<file path="src/rtl/hbus_pkg.sv">
package hbus_pkg;

  // Address map derived from the number of scratch registers.
  function automatic int unsigned map_ctrl(int unsigned nscr);
    return nscr;
  endfunction

  function automatic int unsigned map_tx(int unsigned nscr);
    return nscr + 1;
  endfunction

  function automatic int unsigned map_rx(int unsigned nscr);
    return nscr + 2;
  endfunction

  // Control register bit positions.
  localparam int unsigned CTL_WR_BIT = 0;
  localparam int unsigned CTL_RD_BIT = 1;

endpackage

</file>
<file path="src/rtl/hbus_phase.sv">
module hbus_phase #(
  parameter int AW = 4
) (
  input  logic          clk,
  input  logic          rst,
  input  logic          cs_n,
  input  logic          ale,
  input  logic          we_n,
  input  logic [AW-1:0] addr,
  output logic [AW-1:0] addr_q,
  output logic          strobe_win,
  output logic          wr_evt
);

  logic latch_evt;
  assign latch_evt = ale && !cs_n;

  always_ff @(posedge clk) begin
    if (rst) begin
      addr_q     <= '0;
      strobe_win <= 1'b0;
    end else begin
      strobe_win <= latch_evt;
      if (latch_evt) addr_q <= addr;
    end
  end

  assign wr_evt = strobe_win && !cs_n && !we_n;

endmodule

</file>
<file path="src/rtl/hbus_dma_chan.sv">
module hbus_dma_chan (
  input  logic clk,
  input  logic rst,
  input  logic arm,
  input  logic ack_n,
  input  logic block,
  output logic req,
  output logic done
);

  assign done = req && !ack_n && !block;

  always_ff @(posedge clk) begin
    if (rst)       req <= 1'b0;
    else if (arm)  req <= 1'b1;
    else if (done) req <= 1'b0;
  end

endmodule

</file>
<file path="src/rtl/hbus_regfile.sv">
module hbus_regfile
  import hbus_pkg::*;
#(
  parameter int AW   = 4,
  parameter int DW   = 16,
  parameter int NSCR = 2
) (
  input  logic          clk,
  input  logic          rst,
  input  logic          wr_evt,
  input  logic [AW-1:0] addr_q,
  input  logic [DW-1:0] wdata,
  input  logic          rx_load,
  input  logic          wr_req,
  input  logic          rd_req,
  output logic [DW-1:0] rd_data,
  output logic [DW-1:0] tx_q,
  output logic [DW-1:0] rx_q,
  output logic          arm_wr,
  output logic          arm_rd
);

  localparam logic [AW-1:0] A_CTRL = AW'(map_ctrl(NSCR));
  localparam logic [AW-1:0] A_TX   = AW'(map_tx(NSCR));
  localparam logic [AW-1:0] A_RX   = AW'(map_rx(NSCR));

  logic [DW-1:0] scr_q [NSCR];

  for (genvar g = 0; g < NSCR; g++) begin : g_scr
    always_ff @(posedge clk) begin
      if (rst) scr_q[g] <= '0;
      else if (wr_evt && addr_q == AW'(g)) scr_q[g] <= wdata;
    end
  end

  always_ff @(posedge clk) begin
    if (rst) tx_q <= '0;
    else if (wr_evt && addr_q == A_TX) tx_q <= wdata;
  end

  always_ff @(posedge clk) begin
    if (rst) rx_q <= '0;
    else if (rx_load) rx_q <= wdata;
  end

  assign arm_wr = wr_evt && addr_q == A_CTRL && wdata[CTL_WR_BIT];
  assign arm_rd = wr_evt && addr_q == A_CTRL && wdata[CTL_RD_BIT];

  always_comb begin
    rd_data = '0;
    for (int i = 0; i < NSCR; i++)
      if (addr_q == AW'(i)) rd_data = scr_q[i];
    if (addr_q == A_CTRL) begin
      rd_data[CTL_WR_BIT] = wr_req;
      rd_data[CTL_RD_BIT] = rd_req;
    end
    if (addr_q == A_TX) rd_data = tx_q;
    if (addr_q == A_RX) rd_data = rx_q;
  end

endmodule

</file>
<file path="src/rtl/hbus_slave.sv">
module hbus_slave #(
  parameter int AW   = 4,
  parameter int DW   = 16,
  parameter int NSCR = 2
) (
  input  logic          clk,
  input  logic          rst,
  input  logic          cs_n,
  input  logic          ale,
  input  logic          we_n,
  input  logic          oe_n,
  input  logic          ack_wr_n,
  input  logic          ack_rd_n,
  input  logic [AW-1:0] addr,
  input  logic [DW-1:0] data_in,
  output logic [DW-1:0] data_out,
  output logic          data_oe,
  output logic          dma_wr_req,
  output logic          dma_rd_req
);

  logic [AW-1:0] addr_q;
  logic          strobe_win;
  logic          wr_evt;
  logic          arm_wr, arm_rd;
  logic          wr_done, rd_done;
  logic [DW-1:0] rd_data, tx_q, rx_q;

  hbus_phase #(.AW(AW)) u_phase (
    .clk(clk), .rst(rst), .cs_n(cs_n), .ale(ale), .we_n(we_n),
    .addr(addr), .addr_q(addr_q), .strobe_win(strobe_win), .wr_evt(wr_evt)
  );

  hbus_dma_chan u_dwr (
    .clk(clk), .rst(rst), .arm(arm_wr), .ack_n(ack_wr_n),
    .block(strobe_win), .req(dma_wr_req), .done(wr_done)
  );

  hbus_dma_chan u_drd (
    .clk(clk), .rst(rst), .arm(arm_rd), .ack_n(ack_rd_n),
    .block(strobe_win), .req(dma_rd_req), .done(rd_done)
  );

  hbus_regfile #(.AW(AW), .DW(DW), .NSCR(NSCR)) u_regs (
    .clk(clk), .rst(rst), .wr_evt(wr_evt), .addr_q(addr_q), .wdata(data_in),
    .rx_load(wr_done), .wr_req(dma_wr_req), .rd_req(dma_rd_req),
    .rd_data(rd_data), .tx_q(tx_q), .rx_q(rx_q),
    .arm_wr(arm_wr), .arm_rd(arm_rd)
  );

  assign data_oe  = !cs_n && !oe_n;
  assign data_out = rd_done ? tx_q : rd_data;

endmodule

</file>
<file path="config.mk">
export PLATFORM = sky130hd
export DESIGN_NAME = hbus_slave
export DESIGN_NICKNAME = d
export VERILOG_FILES = /design/src/rtl/hbus_pkg.sv /design/src/rtl/hbus_phase.sv /design/src/rtl/hbus_dma_chan.sv /design/src/rtl/hbus_regfile.sv /design/src/rtl/hbus_slave.sv
export SDC_FILE = /design/constraint.sdc
export NUM_CORES = 1
export LEC_CHECK = 0
export ABC_CLOCK_PERIOD_IN_PS = 3600
export BUFFER_PORTS_ARGS = -buffer_cell sky130_fd_sc_hd__buf_2
export CORE_MARGIN = 3
export CORE_UTILIZATION = 51
export DETAILED_ROUTE_END_ITERATION = 10
export GPL_TIMING_DRIVEN = 0
export PLACE_DENSITY = 0.77
export SYNTH_ARGS = -nofsm -noshare
export SYNTH_HDL_FRONTEND = slang
export SYNTH_SLANG_ARGS = --single-unit
</file>
<file path="constraint.sdc">
create_clock -name clk -period 3.6 [get_ports clk]
set_clock_uncertainty 0.15 [all_clocks]
set_input_delay 0.72 -clock clk [delete_from_list [all_inputs] [get_ports clk]]
set_output_delay 0.72 -clock clk [all_outputs]
set_load 0.02 [all_outputs]
</file>
# Word level (Yosys, flattened, before mapping)
# Memory sizes are Yosys's and may differ from the RTL's.
# Cells that the tools add are included.
dict set report totals {
  in_bits 28
  regBits 39
  ram_bits 32
  mem_count 1
}
# name words width rd rd_clocked_by_memory_dff wr line
set mem_list {}
lappend mem_list {u_regs.scr_q 2 16 2 0 2 hbus_regfile.sv:27} ;# logic [DW-1:0] scr_q [NSCR];
dict set report op_classes {
  bitwise 2
  n_eq_ne 4
  muxes 20
  reduce_logical 23
}
# operator n
set op_table {}
lappend op_table {{two-way mux 16 bit} 7}
lappend op_table {{logical AND 1 bit} 14}
lappend op_table {{two-way mux 1 bit} 12}
lappend op_table {{== test 4 x 2 -> 1 bit (second input constant)} 2}
lappend op_table {{logical NOT 1 bit} 6}
lappend op_table {{== test 4 x 1 -> 1 bit (second input constant)} 1}
lappend op_table {{== test 4 x 3 -> 1 bit (second input constant)} 1}
lappend op_table {{logical NOT 4 bit} 1}
lappend op_table {{nonzero test 2 bit} 2}
lappend op_table {{two-way mux 2 bit} 1}
lappend op_table {{bitwise OR 1 bit} 2}

# Logic depth before layout (Yosys ltp)
# Gate-level depths: netlist of the first run.
dict set report depth {
  ltp_word 8
  mapped_depth 6
}

# Modules after synthesis
# From an unflattened synthesis of the first run, not the netlist that was laid out.
dict set report unflattened {
  hier_cells 363
  hier_area_um2 3508.4
}
# module cells_per_inst seq_area_each_um2 n_inst area_per_inst_um2
set by_module_without_submodules {}
lappend by_module_without_submodules {hbus_regfile 314 1601.5 1 2954.1}
lappend by_module_without_submodules {hbus_slave 19 0.0 1 252.7}
lappend by_module_without_submodules {hbus_phase 20 100.1 1 219.0}
lappend by_module_without_submodules {hbus_dma_chan 5 20.0 2 41.3}

# Least setup slack after synthesis of the first run
# No wires, ideal clock.
dict set report synth_timing {
  path_kind {input to register}
  from {input cs_n}
  to {memory u_regs.scr_q[0][0] (enable)}
  arrival_ns 3.031
  setup_ns 0.435
  required_time_ns 3.015
  path_stages 2
  path_buffers 0
  setup_slack_ns -0.016
  path_cell_list {or4b_4 o41ai_1}
}
# element line
set synth_lines {}
lappend synth_lines {{start: declaration} hbus_slave.sv:8} ;# input logic cs_n,
lappend synth_lines {{end: declaration} hbus_regfile.sv:27}

# Worst setup path after layout of the first run
dict set report layout_timing {
  from {register u_phase.addr_q[2]}
  to {output data_out[6]}
}
dict set report layout_between {
  elab_chain_cells 6
  elab_cells_between_ends 9
  cone_classes {3 x eq/ne; 5 x mux; 1 x reduce/logical}
}
# element line
set layout_lines {}
lappend layout_lines {{start: declaration} hbus_phase.sv:10} ;# output logic [AW-1:0] addr_q,
lappend layout_lines {{start signal: assignment} hbus_phase.sv:24} ;# if (latch_evt) addr_q <= addr;
lappend layout_lines {{logical NOT 4 bit} hbus_regfile.sv:52} ;# if (addr_q == AW'(i)) rd_data = scr_q[i];
lappend layout_lines {{two-way mux 16 bit (2 in a row)} hbus_regfile.sv:52}
lappend layout_lines {{two-way mux 16 bit} hbus_regfile.sv:57} ;# if (addr_q == A_TX) rd_data = tx_q;
lappend layout_lines {{two-way mux 16 bit *} hbus_regfile.sv:58} ;# if (addr_q == A_RX) rd_data = rx_q;
lappend layout_lines {{two-way mux 16 bit *} hbus_slave.sv:52} ;# assign data_out = rd_done ? tx_q : rd_data;
lappend layout_lines {{end: declaration} hbus_slave.sv:16} ;# output logic [DW-1:0] data_out,
# Mark *: on every way between the ends. The rest lies on a longest branch, timed or not.

==> results of run 1 <==
==> flip-flops by register name (all words and copies together) (netlist names) <==
signal / cells
u_drd.req: 1
u_regs.scr_q: 32
u_regs.rx_q: 16
u_phase.strobe_win: 1
u_phase.addr_q: 4
u_dwr.req: 1
u_regs.tx_q: 16
==> cell families after synthesis <==
kind of cell,share of synthesized area
flip-flops,0.517
AO/OA/AOI/OAI,0.0951
AND/OR/NAND/NOR,0.213
multiplexers,0.120
buffers and inverters,0.0543
==> power by group through the flow <==
stage / clock network [mW] / registers, mW / logic, mW
5_1_grt: 0.597 / 0.864 / 0.210
6_report: 0.556 / 0.862 / 0.194
2_1_floorplan: 0 / 0.879 / 0.117
3_3_place_gp: 0 / 0.880 / 0.189
3_5_place_dp: 0 / 0.881 / 0.195
4_1_cts: 0.561 / 0.862 / 0.196
==> layout by cell type (no fill, tap or decap), types with 2 or more instances in the layout <==
cell,instances
edfxtp_1,32
buf_2,54
inv_1,14
a22oi_1,2
clkbuf_8,10
nor2_1,39
clkbuf_1,15
clkinv_2,3
a31oi_1,3
mux2i_1,36
a21oi_1,2
dfxtp_1,39
and2_1,33
o32ai_1,14
nand2b_1,14
nor2_4,2
nor3b_1,3
nand2_1,32
buf_6,4
mux2_2,4
o2bb2ai_1,14
==> worst max-delay path: stages, from the launching register on <==
cell and delay, ns:
dfxtp_1 0.38, buf_2 0.24, nor2_1 0.11, a31oi_1 0.41, clkbuf_1 0.53, o32ai_1 0.21
buf_2 0.20
==> worst min-delay path by stage <==
stage	endpoint	cells past startpoint	slack, ns
after floorplan	u_regs.tx_q[10]$_SDFFE_PP0P_	2	0.28
after CTS	u_regs.tx_q[10]$_SDFFE_PP0P_	2	0.31
after detailed placement	u_regs.tx_q[6]$_SDFFE_PP0P_	2	0.30
after global routing	u_regs.tx_q[4]$_SDFFE_PP0P_	2	0.34
final	u_regs.tx_q[10]$_SDFFE_PP0P_	2	0.31
after global placement	u_regs.tx_q[13]$_SDFFE_PP0P_	2	0.29
==> layer usage <==
layer  track usage  up-vias  part of all wire
met2         0.360       80              0.48
met1         0.308     1231              0.44
met3        0.0274       18             0.056
met5             0        -                 0
met4         0.116        0             0.026
li1              -     1243                 -
==> cell type report <==
cell class | count | area, um2
plain buffers | 25 | 126
clock buffers | 12 | 145
clock inverters | 4 | 22.5
fillers | 490 | 2270
inverters | 15 | 56.3
multi-input cells | 214 | 1470
flip-flops and latches | 71 | 1740
well taps | 75 | 93.8
repair buffers | 47 | 241
==> metrics by stage <==
step | hold WS [ns] | TNS (ns) | instance area [um2] | setup slack, ns | std cells
finish | 0.306 | 0 | 3890 | 0.294 | 463
global route | 0.338 | 0 | 3890 | 0.160 | 463
floorplan | 0.285 | 0 | 3370 | 0.544 | 325
detailed placement | 0.297 | 0 | 3720 | 0.435 | 447
CTS | 0.310 | 0 | 3890 | 0.291 | 463
global placement | 0.294 | -4.46 | 3700 | -0.280 | 446
==> results.json, run 1 <==
{
  "outcome": "finished clean",
  "hp-class": "flop to flop",
  "sequentialPowerShare": 0.535,
  "syn_nets": 353,
  "comb_power_share": 0.120,
  "via_count": 2572,
  "min_period_ns": 3.31,
  "post_cts_buffers": 0,
  "path_max_fanout": 10,
  "antenna_found_initial": 0,
  "rsz0062_at_grt": "false",
  "antenna_cells": 0,
  "die_area_um2": 7610,
  "r2r_slack_ns": 1.14,
  "period_share": 0.918,
  "peakVddDrop_mv": 0.242,
  "cts_root_buf": "clkbuf_8",
  "cts.sink_count": 71,
  "grtUsageTotal": 0.228,
  "cts.path.max_buffers": 2,
  "max-cap-violations": 0,
  "r2r_cells": 5,
  "synth-async-reset-ratio": 0,
  "place_hpwl_mm": 5.50,
  "fin_total_pwr_mw": 1.61,
  "leakagePower_nw": 1.48,
  "fmax_mhz": 302,
  "cts_resized": 0,
  "synth.avg_cell_area_um2": 10.4,
  "yosys_register_bits": 71,
  "clock_latency_ns": 0.34,
  "syn_to_final_growth_pct": 15.6,
  "intPower_mw": 1.19,
  "synth-main-ff-cell": "dfxtp_1",
  "worst_setup_path_start_kind": "flop",
  "viasPerCell": 5.56,
  "dieHeight_um": 87.3,
  "routed_wl_mm": 7.96,
  "cp.required_ns": 2.73,
  "ys_seq_area_frac": 0.517,
  "grt_pass1_vias": 2658,
  "die_w_um": 87.3,
  "core_area_um2": 6170,
  "synth_area_um2": 3370,
  "synth_area_leaders": "edfxtp_1 29%, dfxtp_1 23%, mux2i_1 11%, and2_1 6.1%, nor2_1 4.3%",
  "clkTransAtPathRegs_ns": 0.07,
  "tightestPinTransition_ns": 0.918,
  "syn_inst": 325,
  "fin_util": 0.631,
  "drc": 0,
  "synth.largest_area_cell": "edfxtp_1",
  "yosys_warnings": 0,
  "ys_types": 37,
  "grt_max_degree": 17,
  "drive_above_1_share": 0.219,
  "swShare": 0.261,
  "final_hold_viol_count": 0,
  "first_pass_iters": 4,
  "critPathCapture": "data_out[6]",
  "htree_levels": 3,
  "postCtsHoldBufs": 0,
  "ant_nets": 0,
  "synth_common_cells": "39 x dfxtp_1, 39 x nor2_1, 36 x mux2i_1, 33 x and2_1",
  "synth-edff-count": 32,
  "setup.worst_path.start": "u_phase.addr_q[2]$_SDFFE_PP0P_",
  "gr-total-overflow": 0,
  "io_pins": 47,
  "setup_viol": 0,
  "grt_first_pass_wirelength_mm": 13.1,
  "p_switching_mw": 0.421,
  "min_from": "u_regs.tx_q[10]$_SDFFE_PP0P_",
  "finalNetCount": 411,
  "wl_per_cell_um": 17.2,
  "powerDensity_nw_per_um2": 414,
  "r2r_start": "u_phase.addr_q[0]$_SDFFE_PP0P_",
  "drtIter0Drc": 123,
  "rr_endpoint": "u_regs.scr_q[0][12]$_SDFFCE_PN0P_",
  "arrival_ns": 2.44,
  "clockPowerShare": 0.345,
  "netlist.area_leader.share": 0.285,
  "place_congestion": 0.850,
  "cts_tree": "done",
  "portBuffers": 46,
  "drv_slew": 0,
  "criticalPathCategory": "flop to output pin",
  "numCtsBuffers": 9,
  "row_count": 28,
  "relSlewSlack": 0.388,
  "cp-end-kind": "output pin",
  "start_util": 0.546
}
Note: power is estimated with default switching activity, not from simulation.
==> run 2: changes to the inputs <==
- CORE_UTILIZATION: 51 -> 52
- PLACE_DENSITY: 0.77 -> 0.78
- SYNTH_HIERARCHICAL: default -> 1
==> run 2 against run 1 <==
Synthesized cell count is 12% higher. Die area grew 2.1%. Sequential power is essentially flat. Critical path type unchanged. Largest cell class unchanged.
==> results.json, run 2 <==
{
  "final_hold_viol_count": 0,
  "synth.largest_area_cell": "edfxtp_1",
  "syn_nets": 391,
  "dieHeight_um": 88.1,
  "synth_area_leaders": "edfxtp_1 27%, dfxtp_1 22%, and2_1 5.7%, nand2_1 5.1%, a21oi_1 4.9%",
  "numCtsBuffers": 9,
  "core_area_um2": 6460,
  "viasPerCell": 5.53,
  "worst_setup_path_start_kind": "flop",
  "powerDensity_nw_per_um2": 424,
  "routed_wl_mm": 8.40,
  "place_congestion": 0.848,
  "synth_most_common_cell": "nand2_1",
  "drtIter0Drc": 203,
  "largest_reg_flops": 32,
  "die_area_um2": 7770,
  "drive_above_1_share": 0.228,
  "regArea_um2": 1740,
  "fmax_mhz": 299,
  "peakVddDrop_mv": 0.240,
  "io_pins": 47,
  "syn_inst": 363,
  "synth-xor-area-share": 0,
  "die_w_um": 88.1,
  "arrival_ns": 2.47,
  "drc": 0,
  "r2r_start": "u_phase/strobe_win$_SDFF_PP0_",
  "top_register": "u_regs/scr_q",
  "criticalPathCategory": "flop to output pin",
  "whs_endpoint": "u_regs/tx_q[7]$_SDFFE_PP0P_",
  "synth_area_um2": 3510,
  "cts_tree": "done",
  "synth_fa_ha_area_frac": 0,
  "synth_top_family_by_area": "simple AND/OR/NAND/NOR gates",
  "placed_area_um2": 3840,
  "final_common_cell": "buf_2",
  "largestRegisters": "u_regs/scr_q x32, u_regs/rx_q x16, u_regs/tx_q x16",
  "fin_util": 0.626,
  "drv_slew": 0,
  "n_fill_cell": 569,
  "multi_input_area_um2": 1570,
  "synth_common_cells": "48 x nand2_1, 39 x dfxtp_1, 37 x nor2_1, 34 x a21oi_1",
  "min_path_cells": 2,
  "grt_first_pass_wirelength_mm": 13.5,
  "ant_nets": 0,
  "dp_slack_ns": 0.611,
  "synth-main-ff-cell": "dfxtp_1",
  "antenna_found_initial": 0,
  "final.setup.tns_ns": 0,
  "min_from": "u_regs/tx_q[7]$_SDFFE_PP0P_",
  "r2r_slack_ns": 1.12,
  "portBuffers": 46,
  "htree_levels": 3,
  "cp.required_ns": 2.73,
  "via_count": 2775,
  "grt_pass1_vias": 2715,
  "synth-edff-count": 32,
  "outcome": "finished clean",
  "cts_root_buf": "clkbuf_8",
  "rr_endpoint": "u_regs/scr_q[1][5]$_SDFFCE_PN0P_",
  "row_count": 29,
  "grtUsageTotal": 0.236,
  "rsz0062_at_grt": "false",
  "synth_compound_area_frac": 0.121,
  "design_area_um2": 4040,
  "hp-class": "flop to flop",
  "postCtsHoldBufs": 0,
  "antenna_cells": 0,
  "grt_max_degree": 17,
  "ys_types": 37,
  "max-cap-violations": 0,
  "setup_viol": 0,
  "final_cell_mix": "52 x buf_2, 48 x nand2_1, 39 x dfxtp_1, 37 x nor2_1, 34 x a21oi_1",
  "syn_to_final_growth_pct": 15.2,
  "synth.area.mux_share": 0.111,
  "yosys.area_share.simple": 0.214,
  "yosys_warnings": 6,
  "netlist.area_leader.share": 0.274,
  "period_share": 0.929,
  "cts.sink_count": 71,
  "gr-total-overflow": 0,
  "path_max_fanout": 10,
  "relSlewSlack": 0.436,
  "place_hpwl_mm": 5.63,
  "cts.path.max_buffers": 2,
  "wl_per_cell_um": 16.7,
  "start_util": 0.543,
  "synth-async-reset-ratio": 0,
  "min_period_ns": 3.34,
  "cts_resized": 0,
  "first_pass_iters": 4,
  "post_cts_buffers": 0,
  "leakagePower_nw": 1.55,
  "clock_latency_ns": 0.34,
  "clkTransAtPathRegs_ns": 0.08,
  "finalNetCount": 448,
  "r2r_cells": 4,
  "cp-end-kind": "output pin",
  "setup_ws_ns": 0.255,
  "yosys_register_bits": 71,
  "synth.avg_cell_area_um2": 9.66,
  "ys_seq_area_frac": 0.496,
  "tightestPinTransition_ns": 0.845
}
## run 2: how the worst max path moves through the flow
stage	endpoint	slack, ns	cells after the start	from
3_3_place_gp	u_regs/scr_q[1][8]$_SDFFCE_PN0P_	0.18	5	cs_n
4_1_cts	data_out[0]	0.25	6	u_phase/addr_q[0]$_SDFFE_PP0P_
2_1_floorplan	u_regs/scr_q[1][0]$_SDFFCE_PN0P_	0.78	4	cs_n
3_5_place_dp	u_regs/scr_q[1][8]$_SDFFCE_PN0P_	0.61	5	cs_n
6_report	data_out[12]	0.26	7	u_phase/addr_q[0]$_SDFFE_PP0P_
5_1_grt	data_out[13]	0.05	7	u_phase/addr_q[0]$_SDFFE_PP0P_
## run 2: where the power goes
| group | internal, mW | leakage (nW) | switching (mW) |
|---|---|---|---|
| clock | 0.358 | 0.0996 | 0.290 |
| combinational | 0.0820 | 0.808 | 0.121 |
| sequential | 0.856 | 0.647 | 0.00786 |
## run 2: area by class of cell
cell class                 count  area share
inverter                      18      0.0167
tap                           77      0.0238
timing repair buffer          46      0.0570
sequential                    71       0.431
multi-input combinational    250       0.388
buffer                        24      0.0334
clock buffer                  13      0.0393
clock inverter                 3      0.0105
## run 2: worst max-delay path: stages, from the launching register on
cell,delay (ns)
dfxtp_1,0.56
nand2_1,0.21
nor3_2,0.43
buf_2,0.37
nand2_1,0.10
a21oi_1,0.16
mux2_4,0.16
buf_2,0.15
## run 2: logic make-up after synthesis
family | after synthesis
DFF | 71
and+or+nand+nor | 142
muxes | 33
AOI/OAI and AO/OA | 75
buffers and inverters | 42
## run 2: stage by stage
step                total power [mW]  hold slack [ns]  std cells
floorplan                       1.01            0.288        363
global placement                1.08            0.304        486
detailed placement              1.08            0.313        486
CTS                             1.73            0.326        502
global route                    1.78            0.348        502
finish                          1.71            0.321        502
## run 2: metal layers
metal | track usage | up-vias | share of wire
met5 | 0 | - | 0
met4 | 0.136 | 0 | 0.024
met3 | 0.0339 | 20 | 0.060
met2 | 0.375 | 88 | 0.48
met1 | 0.307 | 1314 | 0.44
li1 | - | 1353 | -
==> run 3: changes to the inputs <==
- CORE_UTILIZATION: 52 -> 30
- PLACE_DENSITY: 0.78 -> 0.51
==> run 3 against run 2 <==
Clock power up 22%. Wire length up 7.8%. Worst setup slack better by 0.030 ns. Sequential share of layout area down 1.5 points. Non-clock buffer count unchanged. Power up 8.6%. Clock-buffer cell count down 4. Largest cell class unchanged.
==> results.json, run 3 (synthesis gave the netlist of run 2 again) <==
{
  "htree_levels": 3,
  "wl_per_cell_um": 16.0,
  "final.setup.tns_ns": 0,
  "arrival_ns": 2.44,
  "start_util": 0.315,
  "cts_tree": "done",
  "grt_use_met3": 0.0291,
  "clkTransAtPathRegs_ns": 0.05,
  "finalNetCount": 448,
  "drive_above_1_share": 0.233,
  "peakVddDrop_mv": 0.180,
  "antenna_found_initial": 0,
  "cts.sink_count": 71,
  "path_buf_inv": 4,
  "r2r_cells": 4,
  "setup.worst_path.start": "u_phase/addr_q[2]$_SDFFE_PP0P_",
  "busiest_layer": "met2",
  "portBuffers": 46,
  "top_register": "u_regs/scr_q",
  "worst_setup_path_start_kind": "flop",
  "drc": 0,
  "rsz0062_at_grt": "false",
  "first_pass_iters": 4,
  "gr-total-overflow": 0,
  "fmax_mhz": 302,
  "ant_nets": 0,
  "place_hpwl_mm": 6.10,
  "numCtsBuffers": 9,
  "die_w_um": 114,
  "cts_root_buf": "clkbuf_16",
  "cp_slowest_cell": "clkbuf_1",
  "drv_slew": 0,
  "routed_wl_mm": 9.05,
  "row_count": 38,
  "tightestPinTransition_ns": 0.884,
  "setup_viol": 0,
  "grt_first_pass_wirelength_mm": 14.5,
  "crit_path_cell_trace": "buf_2 > or2_2 > clkbuf_1 > clkbuf_1 > o211ai_1 > a21oi_1 > mux2_4 > buf_2",
  "die_area_um2": 13000,
  "max-cap-violations": 0,
  "largest_reg_flops": 32,
  "r2r_slack_ns": 1.09,
  "rr_endpoint": "u_regs/scr_q[1][8]$_SDFFCE_PN0P_",
  "n_fill_cell": 1167,
  "final_common_cell": "buf_2",
  "io_pins": 47,
  "grt_pass1_vias": 2733,
  "cp.required_ns": 2.73,
  "cp-end-kind": "output pin",
  "cp_top_family": "buffers and inverters",
  "viasPerCell": 4.83,
  "fin_util": 0.376,
  "placed_area_um2": 3920,
  "hp-class": "flop to flop",
  "period_share": 0.921,
  "final_cell_mix": "52 x buf_2, 48 x nand2_1, 39 x dfxtp_1, 37 x nor2_1, 34 x a21oi_1",
  "final_hold_viol_count": 0,
  "syn_to_final_growth_pct": 19.2,
  "via_count": 2722,
  "cpPeakStageDelay_ns": 0.46,
  "largestRegisters": "u_regs/scr_q x32, u_regs/rx_q x16, u_regs/tx_q x16",
  "r2r_start": "u_phase/strobe_win$_SDFF_PP0_",
  "clock_latency_ns": 0.33,
  "path_max_fanout": 10,
  "drtIter0Drc": 135,
  "dieHeight_um": 114,
  "design_area_um2": 4180,
  "min_period_ns": 3.31,
  "leakagePower_nw": 1.58,
  "powerDensity_nw_per_um2": 445,
  "grtUsageTotal": 0.148,
  "cp.depth": 8,
  "relSlewSlack": 0.410,
  "cts.path.max_buffers": 2,
  "use_met1": 0.188,
  "antenna_cells": 0,
  "grt_max_degree": 17,
  "post_cts_buffers": 0,
  "criticalPathCategory": "flop to output pin",
  "outcome": "finished clean",
  "use_met2": 0.244,
  "critPathCapture": "data_out[6]",
  "core_area_um2": 11100,
  "place_congestion": 0.754
}
run 3: repair_timing:
action | in CTS | in global routing
hold buffers | 0 | 0
setup endpoints to repair | 0 | 2
resized for setup | 0 | 2
run 3: metrics by stage:
stage                     setup slack [ns]  instances  hold slack (ns)  total power [mW]
final                                0.285        564            0.314              1.86
after global routing                0.0326        564            0.347              1.94
after CTS                            0.124        564            0.320              1.89
after detailed placement             0.485        549            0.312              1.09
after global placement              0.0812        549            0.303              1.09
after floorplan                      0.783        363            0.288              1.01
run 3: area by class of cell:
| type | instances | area (um2) | area share |
|---|---|---|---|
| flip-flops and latches | 71 | 1740 | 0.416 |
| clock buffers | 9 | 225 | 0.0538 |
| clock inverters | 6 | 38.8 | 0.00927 |
| plain buffers | 24 | 136 | 0.0326 |
| multi-input cells | 250 | 1570 | 0.375 |
| inverters | 18 | 67.6 | 0.0162 |
| well taps | 140 | 175 | 0.0419 |
| repair buffers | 46 | 230 | 0.0550 |
run 3: power by group:
| part | switching (mW) | total [mW] | internal (mW) |
|---|---|---|---|
| combinational | 0.125 | 0.207 | 0.0821 |
| sequential | 0.00700 | 0.864 | 0.857 |
| clock | 0.332 | 0.791 | 0.459 |
run 3: per-layer routing:
| metal | vias up | wire (um) | share of wire |
|---|---|---|---|
| met1 | 1295 | 4090 | 0.45 |
| met3 | 13 | 434 | 0.048 |
| met4 | 0 | 190 | 0.021 |
| li1 | 1367 | - | - |
| met2 | 47 | 4340 | 0.48 |
| met5 | - | 0 | 0 |
run 3: worst min-delay path by stage:
stage | depth (start not counted) | startpoint | slack (ns) | to
6_report | 2 | u_phase/addr_q[1]$_SDFFE_PP0P_ | 0.31 | u_phase/addr_q[1]$_SDFFE_PP0P_
5_1_grt | 2 | u_regs/tx_q[14]$_SDFFE_PP0P_ | 0.35 | u_regs/tx_q[14]$_SDFFE_PP0P_
4_1_cts | 2 | u_regs/tx_q[7]$_SDFFE_PP0P_ | 0.32 | u_regs/tx_q[7]$_SDFFE_PP0P_
3_5_place_dp | 2 | u_phase/addr_q[1]$_SDFFE_PP0P_ | 0.31 | u_phase/addr_q[1]$_SDFFE_PP0P_
3_3_place_gp | 2 | u_regs/tx_q[13]$_SDFFE_PP0P_ | 0.30 | u_regs/tx_q[13]$_SDFFE_PP0P_
2_1_floorplan | 2 | u_phase/addr_q[1]$_SDFFE_PP0P_ | 0.29 | u_phase/addr_q[1]$_SDFFE_PP0P_
run 3: worst register-to-register path: stages (launching register included):
cell and delay [ns]:
dfxtp_1 0.42, nor3b_1 0.29, or3b_1 0.38, buf_4 0.18, o21bai_2 0.72
